<file path="src/rtl/serial_rx_pkg.sv">
package serial_rx_pkg;
  localparam int RX_WORD_MAX = 9;

  typedef enum logic [2:0] {
    ST_HUNT,
    ST_START,
    ST_DATA,
    ST_PAR,
    ST_STOP
  } rx_state_e;

  typedef struct packed {
    logic [RX_WORD_MAX-1:0] data;
    logic                   noise;
    logic                   frame;
    logic                   parity;
  } rx_char_t;
endpackage

</file>
<file path="src/rtl/serial_rx_rstsync.sv">
module serial_rx_rstsync #(
  parameter int STAGES = 2
) (
  input  logic clk,
  input  logic rst_n,
  output logic rst_ns
);
  logic [STAGES-1:0] sync_q;

  always_ff @(posedge clk or negedge rst_n) begin
    if (!rst_n) sync_q <= '0;
    else        sync_q <= {sync_q[STAGES-2:0], 1'b1};
  end

  assign rst_ns = sync_q[STAGES-1];
endmodule

</file>
<file path="src/rtl/serial_rx_vote.sv">
module serial_rx_vote (
  input  logic a_i,
  input  logic b_i,
  input  logic c_i,
  output logic maj_o,
  output logic split_o
);
  always_comb begin
    maj_o   = (a_i & b_i) | (a_i & c_i) | (b_i & c_i);
    split_o = (a_i ^ b_i) | (a_i ^ c_i);
  end
endmodule

</file>
<file path="src/rtl/serial_rx_core.sv">
module serial_rx_core
  import serial_rx_pkg::*;
#(
  parameter int OS_HI = 16
) (
  input  logic     clk,
  input  logic     rst_n,
  input  logic     tick_i,
  input  logic     rxd_i,
  input  logic     os8_i,
  input  logic     nine_i,
  input  logic     par_en_i,
  input  logic     par_odd_i,
  output logic     hunt_o,
  output logic     done_o,
  output rx_char_t char_o
);
  localparam int OS_LO = OS_HI / 2;
  localparam int CW    = $clog2(OS_HI + 1);
  localparam int BW    = $clog2(RX_WORD_MAX + 1);
  localparam logic [CW-1:0] ONE   = CW'(1);
  localparam logic [CW-1:0] N_HI  = CW'(OS_HI);
  localparam logic [CW-1:0] N_LO  = CW'(OS_LO);
  // start vote positions
  localparam logic [CW-1:0] SH1 = CW'(OS_HI / 4 - 1);
  localparam logic [CW-1:0] SH2 = CW'(OS_HI / 4 + 1);
  localparam logic [CW-1:0] SH3 = CW'(OS_HI / 4 + 3);
  localparam logic [CW-1:0] SL1 = CW'(OS_LO / 4);
  localparam logic [CW-1:0] SL2 = CW'(OS_LO / 4 + 1);
  localparam logic [CW-1:0] SL3 = CW'(OS_LO / 4 + 2);
  // mid-bit vote positions
  localparam logic [CW-1:0] DH1 = CW'(OS_HI / 2);
  localparam logic [CW-1:0] DH2 = CW'(OS_HI / 2 + 1);
  localparam logic [CW-1:0] DH3 = CW'(OS_HI / 2 + 2);
  localparam logic [CW-1:0] DL1 = CW'(OS_LO / 2);
  localparam logic [CW-1:0] DL2 = CW'(OS_LO / 2 + 1);
  localparam logic [CW-1:0] DL3 = CW'(OS_LO / 2 + 2);
  localparam logic [BW-1:0] LAST9 = BW'(RX_WORD_MAX - 1);
  localparam logic [BW-1:0] LAST8 = BW'(RX_WORD_MAX - 2);

  rx_state_e              state_q, state_d;
  logic [CW-1:0]          cnt_q, cnt_d;
  logic [BW-1:0]          bit_q, bit_d;
  logic [1:0]             hi_q, hi_d;
  logic [1:0]             v_q, v_d;
  logic [RX_WORD_MAX-1:0] sh_q, sh_d;
  logic                   noise_q, noise_d;
  logic                   pbit_q, pbit_d;

  logic [CW-1:0]          nsamp, pos, p1, p2, p3;
  logic [BW-1:0]          last_bit;
  logic                   maj, split, frame_err;
  logic [RX_WORD_MAX-1:0] word;

  serial_rx_vote u_vote (
    .a_i    (v_q[0]),
    .b_i    (v_q[1]),
    .c_i    (rxd_i),
    .maj_o  (maj),
    .split_o(split)
  );

  always_comb begin
    nsamp    = os8_i ? N_LO : N_HI;
    pos      = (cnt_q == nsamp) ? ONE : cnt_q + ONE;
    last_bit = nine_i ? LAST9 : LAST8;
    if (state_q == ST_START) begin
      p1 = os8_i ? SL1 : SH1;
      p2 = os8_i ? SL2 : SH2;
      p3 = os8_i ? SL3 : SH3;
    end else begin
      p1 = os8_i ? DL1 : DH1;
      p2 = os8_i ? DL2 : DH2;
      p3 = os8_i ? DL3 : DH3;
    end
  end

  always_comb begin
    state_d   = state_q;
    cnt_d     = cnt_q;
    bit_d     = bit_q;
    hi_d      = hi_q;
    v_d       = v_q;
    sh_d      = sh_q;
    noise_d   = noise_q;
    pbit_d    = pbit_q;
    done_o    = 1'b0;
    frame_err = 1'b0;
    if (tick_i) begin
      if (state_q == ST_HUNT) begin
        if (!rxd_i && hi_q == 2'd3) begin
          state_d = ST_START;
          cnt_d   = ONE;
          bit_d   = '0;
          noise_d = 1'b0;
        end else if (rxd_i) begin
          if (hi_q != 2'd3) hi_d = hi_q + 2'd1;
        end else begin
          hi_d = 2'd0;
        end
      end else begin
        cnt_d = pos;
        if (pos == p1) v_d[0] = rxd_i;
        if (pos == p2) v_d[1] = rxd_i;
        if (pos == p3) begin
          case (state_q)
            ST_START: begin
              if (maj) begin
                state_d = ST_HUNT;
                hi_d    = 2'd0;
              end else begin
                noise_d = noise_q | split;
              end
            end
            ST_DATA: begin
              sh_d    = {maj, sh_q[RX_WORD_MAX-1:1]};
              noise_d = noise_q | split;
            end
            ST_PAR: begin
              pbit_d  = maj;
              noise_d = noise_q | split;
            end
            ST_STOP: begin
              done_o    = 1'b1;
              frame_err = ~maj;
              state_d   = ST_HUNT;
              hi_d      = maj ? 2'd3 : 2'd0;
            end
            default: ;
          endcase
        end else if (pos == ONE) begin
          case (state_q)
            ST_START: begin
              state_d = ST_DATA;
              bit_d   = '0;
            end
            ST_DATA: begin
              if (bit_q == last_bit) state_d = par_en_i ? ST_PAR : ST_STOP;
              else                   bit_d   = bit_q + BW'(1);
            end
            ST_PAR:  state_d = ST_STOP;
            default: ;
          endcase
        end
      end
    end
  end

  always_ff @(posedge clk or negedge rst_n) begin
    if (!rst_n) begin
      state_q <= ST_HUNT;
      cnt_q   <= '0;
      bit_q   <= '0;
      hi_q    <= '0;
      v_q     <= '0;
      sh_q    <= '0;
      noise_q <= 1'b0;
      pbit_q  <= 1'b0;
    end else if (tick_i) begin
      state_q <= state_d;
      cnt_q   <= cnt_d;
      bit_q   <= bit_d;
      hi_q    <= hi_d;
      v_q     <= v_d;
      sh_q    <= sh_d;
      noise_q <= noise_d;
      pbit_q  <= pbit_d;
    end
  end

  always_comb begin
    word          = nine_i ? sh_q : {1'b0, sh_q[RX_WORD_MAX-1:1]};
    char_o.data   = word;
    char_o.noise  = noise_q | split;
    char_o.frame  = frame_err;
    char_o.parity = par_en_i & (^word ^ pbit_q ^ par_odd_i);
    hunt_o        = (state_q == ST_HUNT);
  end
endmodule

</file>
<file path="src/rtl/serial_rx_hold.sv">
module serial_rx_hold
  import serial_rx_pkg::*;
(
  input  logic     clk,
  input  logic     rst_n,
  input  logic     load_i,
  input  logic     rd_i,
  input  rx_char_t char_i,
  output logic     ready_o,
  output logic     overrun_o,
  output rx_char_t char_o
);
  logic     ready_q, ready_d;
  logic     ovr_q, ovr_d;
  rx_char_t char_q, char_d;
  logic     accept;

  always_comb begin
    accept  = load_i & (~ready_q | rd_i);
    ready_d = accept ? 1'b1 : (rd_i ? 1'b0 : ready_q);
    ovr_d   = (load_i & ready_q & ~rd_i) ? 1'b1 : (rd_i ? 1'b0 : ovr_q);
    char_d  = accept ? char_i : char_q;
  end

  always_ff @(posedge clk or negedge rst_n) begin
    if (!rst_n) begin
      ready_q <= 1'b0;
      ovr_q   <= 1'b0;
      char_q  <= '0;
    end else begin
      ready_q <= ready_d;
      ovr_q   <= ovr_d;
      char_q  <= char_d;
    end
  end

  assign ready_o   = ready_q;
  assign overrun_o = ovr_q;
  assign char_o    = char_q;
endmodule

</file>
<file path="src/rtl/serial_rx_os.sv">
module serial_rx_os
  import serial_rx_pkg::*;
#(
  parameter int OS_HI = 16
) (
  input  logic                   clk,
  input  logic                   rst_n,
  input  logic                   tick_i,
  input  logic                   rxd_i,
  input  logic                   os8_i,
  input  logic                   nine_i,
  input  logic                   par_en_i,
  input  logic                   par_odd_i,
  input  logic                   rd_i,
  output logic [RX_WORD_MAX-1:0] data_o,
  output logic                   ready_o,
  output logic                   noise_o,
  output logic                   frame_o,
  output logic                   parity_o,
  output logic                   overrun_o
);
  logic     rst_ns;
  logic     hunt_w;
  logic     done_w;
  rx_char_t new_char;
  rx_char_t held_char;

  serial_rx_rstsync #(.STAGES(2)) u_rst (
    .clk   (clk),
    .rst_n (rst_n),
    .rst_ns(rst_ns)
  );

  serial_rx_core #(.OS_HI(OS_HI)) u_core (
    .clk      (clk),
    .rst_n    (rst_ns),
    .tick_i   (tick_i),
    .rxd_i    (rxd_i),
    .os8_i    (os8_i),
    .nine_i   (nine_i),
    .par_en_i (par_en_i),
    .par_odd_i(par_odd_i),
    .hunt_o   (hunt_w),
    .done_o   (done_w),
    .char_o   (new_char)
  );

  serial_rx_hold u_hold (
    .clk      (clk),
    .rst_n    (rst_ns),
    .load_i   (done_w),
    .rd_i     (rd_i),
    .char_i   (new_char),
    .ready_o  (ready_o),
    .overrun_o(overrun_o),
    .char_o   (held_char)
  );

  assign data_o   = held_char.data;
  assign noise_o  = held_char.noise;
  assign frame_o  = held_char.frame;
  assign parity_o = held_char.parity;
endmodule

</file>
<file path="config.mk">
export PLATFORM = sky130hd
export DESIGN_NAME = serial_rx_os
export DESIGN_NICKNAME = d
export VERILOG_FILES = /design/src/rtl/serial_rx_pkg.sv /design/src/rtl/serial_rx_rstsync.sv /design/src/rtl/serial_rx_vote.sv /design/src/rtl/serial_rx_core.sv /design/src/rtl/serial_rx_hold.sv /design/src/rtl/serial_rx_os.sv
export SDC_FILE = /design/constraint.sdc
export NUM_CORES = 1
export LEC_CHECK = 0
export BUFFER_PORTS_ARGS = -buffer_cell sky130_fd_sc_hd__buf_2
export CELL_PAD_IN_SITES_DETAIL_PLACEMENT = 0
export CELL_PAD_IN_SITES_GLOBAL_PLACEMENT = 1
export CORE_ASPECT_RATIO = 1.25
export CORE_MARGIN = 8
export CORE_UTILIZATION = 45
export DETAILED_ROUTE_END_ITERATION = 10
export PLACE_DENSITY = 0.72
export SLEW_MARGIN = 20
export SYNTH_ARGS = -nofsm -noshare
export SYNTH_HDL_FRONTEND = slang
export SYNTH_SLANG_ARGS = --single-unit
</file>
<file path="constraint.sdc">
create_clock -name clk -period 1.6 [get_ports clk]
set_clock_uncertainty 0.15 [all_clocks]
set_input_delay 0.08 -clock clk [delete_from_list [all_inputs] [get_ports clk]]
set_output_delay 0.08 -clock clk [all_outputs]
set_load 0.01 [all_outputs]
</file>
==> results.json <==
{
  "endpoint_kind": "register",
  "ios": 23,
  "r2r-end": "u_hold.char_o[5]",
  "grt_pass1_vias": 2359,
  "final-hold-violation-count": 0,
  "vias": 2207,
  "powerDensity_nw_per_um2": 896,
  "fillers": 456,
  "io_buffers": 22,
  "die_h_um": 102,
  "violations": "setup timing",
  "synth_top_area_share_pct": 40.9,
  "htree_levels": 2,
  "hold_path.class": "in2reg",
  "rr_worst_depth": 12,
  "hold_path_end": "u_hold.char_o[11]",
  "layout_common_cells": "buf_4, dfrtp_1, buf_2, mux2_4, xnor2_1",
  "clk_pin_slew_worst_paths_ns": 0.08,
  "synth_area_um2": 2630,
  "hold_slack_ns": 0.0809,
  "synth_area_per_cell_um2": 10.8,
  "syn_inst": 243,
  "syn_to_final_growth_pct": 47.1,
  "syn-num-nets": 262,
  "pre_cts_slack_ns": -1.04,
  "synth.largest_area_cell": "dfrtp_1",
  "drive_gt1_share_pct": 53.3,
  "track_usage_pct": 16.7,
  "insertion_delay_ns": 0.29,
  "tritoncts": "done",
  "gp_congestion": 0.850,
  "rows": 31,
  "viasPerCell": 5.27,
  "max_cap_viol_count": 0,
  "whs_path_depth": 4,
  "tightest_slew_ns": 0.534,
  "cts.root.buffer_cell": "clkbuf_8",
  "async_flop_share_pct": 100,
  "synth_area_leaders": "dfrtp_1, mux2_2, ha_1",
  "cp_max_fo": 10,
  "p_leak_nw": 1.80,
  "clock_sinks": 43,
  "reg2reg_from": "u_core.state_q[2]",
  "grt_max_degree": 42,
  "first_pass_iters": 4,
  "fin_ws_ns": -1.02,
  "synth_edf_count": 0,
  "synth-seq-cells": 43,
  "yosysWarnings": 0,
  "grt_pass1_wl_um": 11400,
  "wl_per_cell_um": 16.0,
  "drc": 0,
  "final_common_cell": "buf_4",
  "synth_cell_types": 55,
  "r2r_slack_ns": -1.02,
  "top_layer": "met4",
  "start_util_pct": 45.9,
  "maxSlewViolCount": 0,
  "drtIter0Drc": 55,
  "wl_um": 6710,
  "die_w_um": 84.4,
  "hpwl_um": 4940,
  "die_area_um2": 8570,
  "grt_overflow": 0,
  "post-route-min-period_ns": 2.62,
  "setup.worst_path.class": "reg2reg",
  "relSlewSlack_pct": 64.4,
  "synth-main-ff-cell": "dfrtp_1",
  "start_kind": "register",
  "wl_met3_um": 113,
  "core-area_um2": 5740,
  "antenna_left": 0,
  "cp.arrival_ns": 2.65,
  "period_share_pct": 163,
  "crit_required_ns": 1.63,
  "cts_buffers": 5,
  "setup_viol": 41,
  "grt_antenna_before_repair": 0,
  "clockBufferDepth": 2,
  "worstHoldStart": "nine_i",
  "wirelength_met1_um": 2880,
  "peakVddDrop_mv": 0.541,
  "status": "finished, violations left",
  "rsz0062_at_grt": "yes",
  "max_freq_mhz": 382,
  "synth_seq_area_share_pct": 40.9,
  "antennaDiodeCount": 0,
  "wl_met2_um": 3640,
  "fin_nets": 371
}
flip-flops by register name (all words and copies together) (netlist names):
register,count
u_core.state_q,3
u_core.sh_q,9
u_core.v_q,2
u_core.pbit_q,1
u_hold.char_o,12
u_core.bit_q,4
u_core.cnt_q,5
u_core.hi_q,2
u_rst.sync_q,2
u_hold.overrun_o,1
u_hold.ready_o,1
u_core.noise_q,1
metrics by stage:
step	instances	instance area [µm²]	TNS, ns	power [W]	utilization, %
after floorplan	243	2750	-31.76	0.00191	-
after global placement	396	3450	-30.43	0.00239	60.0
after detailed placement	396	3450	-32.10	0.00239	60.0
after CTS	416	3820	-31.50	0.00344	66.6
after global routing	419	3870	-36.44	0.00366	67.5
final	419	3870	-31.98	0.00347	67.5
layout make-up:
type / instances / area [µm²] / share of cell area (%)
sequential: 43 / 1080 / 27.9
inverter: 15 / 58.8 / 1.52
multi-input combinational: 176 / 1700 / 43.9
clock buffer: 6 / 72.6 / 1.87
timing repair buffer: 111 / 842 / 21.7
clock inverter: 2 / 37.5 / 0.969
tap: 66 / 82.6 / 2.13
how the worst max path moves through the flow:
stage / from / to / slack (ns)
after floorplan: u_core.state_q[2] / u_hold.char_o[10] / -1.17
after global placement: u_core.state_q[2] / u_hold.char_o[9] / -0.97
after CTS: u_core.state_q[2] / u_hold.char_o[8] / -1.03
final: u_core.state_q[2] / u_hold.char_o[5] / -1.02
after detailed placement: u_core.state_q[2] / u_hold.char_o[9] / -1.04
after global routing: u_core.state_q[2] / u_hold.char_o[4] / -1.13
cell usage after synthesis (4+ instances only):
library cell and instances:
mux2i_1 5, ha_1 10, nand2_1 12, nor2_1 10
dfrtp_1 43, nand4_1 4, mux2_4 8, inv_1 15
nor3_1 5, mux2_2 22, nand3_1 5, nand2b_1 4
o21ai_0 9, xnor2_1 14, a21oi_1 11
repair_timing:
| item | in CTS | in global routing |
|---|---|---|
| setup buffers | 7 | 6 |
| pin swaps | 13 | 10 |
| setup endpoints to repair | 41 | 41 |
| resized for setup | 31 | 11 |
| hold endpoints to repair | 7 | 0 |
| hold buffers | 5 | 0 |
power breakdown:
part | internal (W) | total (W) | switching (W)
logic | 0.000755 | 0.00138 | 0.000627
clock network | 0.000466 | 0.000851 | 0.000385
registers | 0.00115 | 0.00124 | 0.0000875
total | 0.00237 | 0.00347 | 0.00110
critical path, stage by stage, from the launching register on:
cell and delay, ns:
dfrtp_1 0.39, inv_2 0.06, nand2_2 0.07, nor2_4 0.12, inv_2 0.05, ha_4 0.15
or3b_1 0.35, a21oi_2 0.14, a211oi_2 0.11, nor3_4 0.16, and4b_4 0.29, buf_12 0.15
mux2_4 0.30
metal layers:
metal	GRT usage, %	vias to the layer above
met3	2.44	6
met2	31.2	20
met1	19.3	1077
met4	4.26	0
met5	0	-
li1	-	1104
cells by family (layout without fill, tap and decap cells):
family                     Yosys count  after routing  share of synthesized area, %
buffers and inverters               24            134                          4.47
other                                1              1                         0.142
xor gates and xnor gates            16             16                          5.32
muxes                               35             35                          15.9
and+or+nand+nor                     60             60                          13.2
adders and majority gates           10             10                          4.75
DFF                                 43             43                          40.9
AOI/OAI and AO/OA                   54             54                          15.4
(Power assumes the default switching activity.)
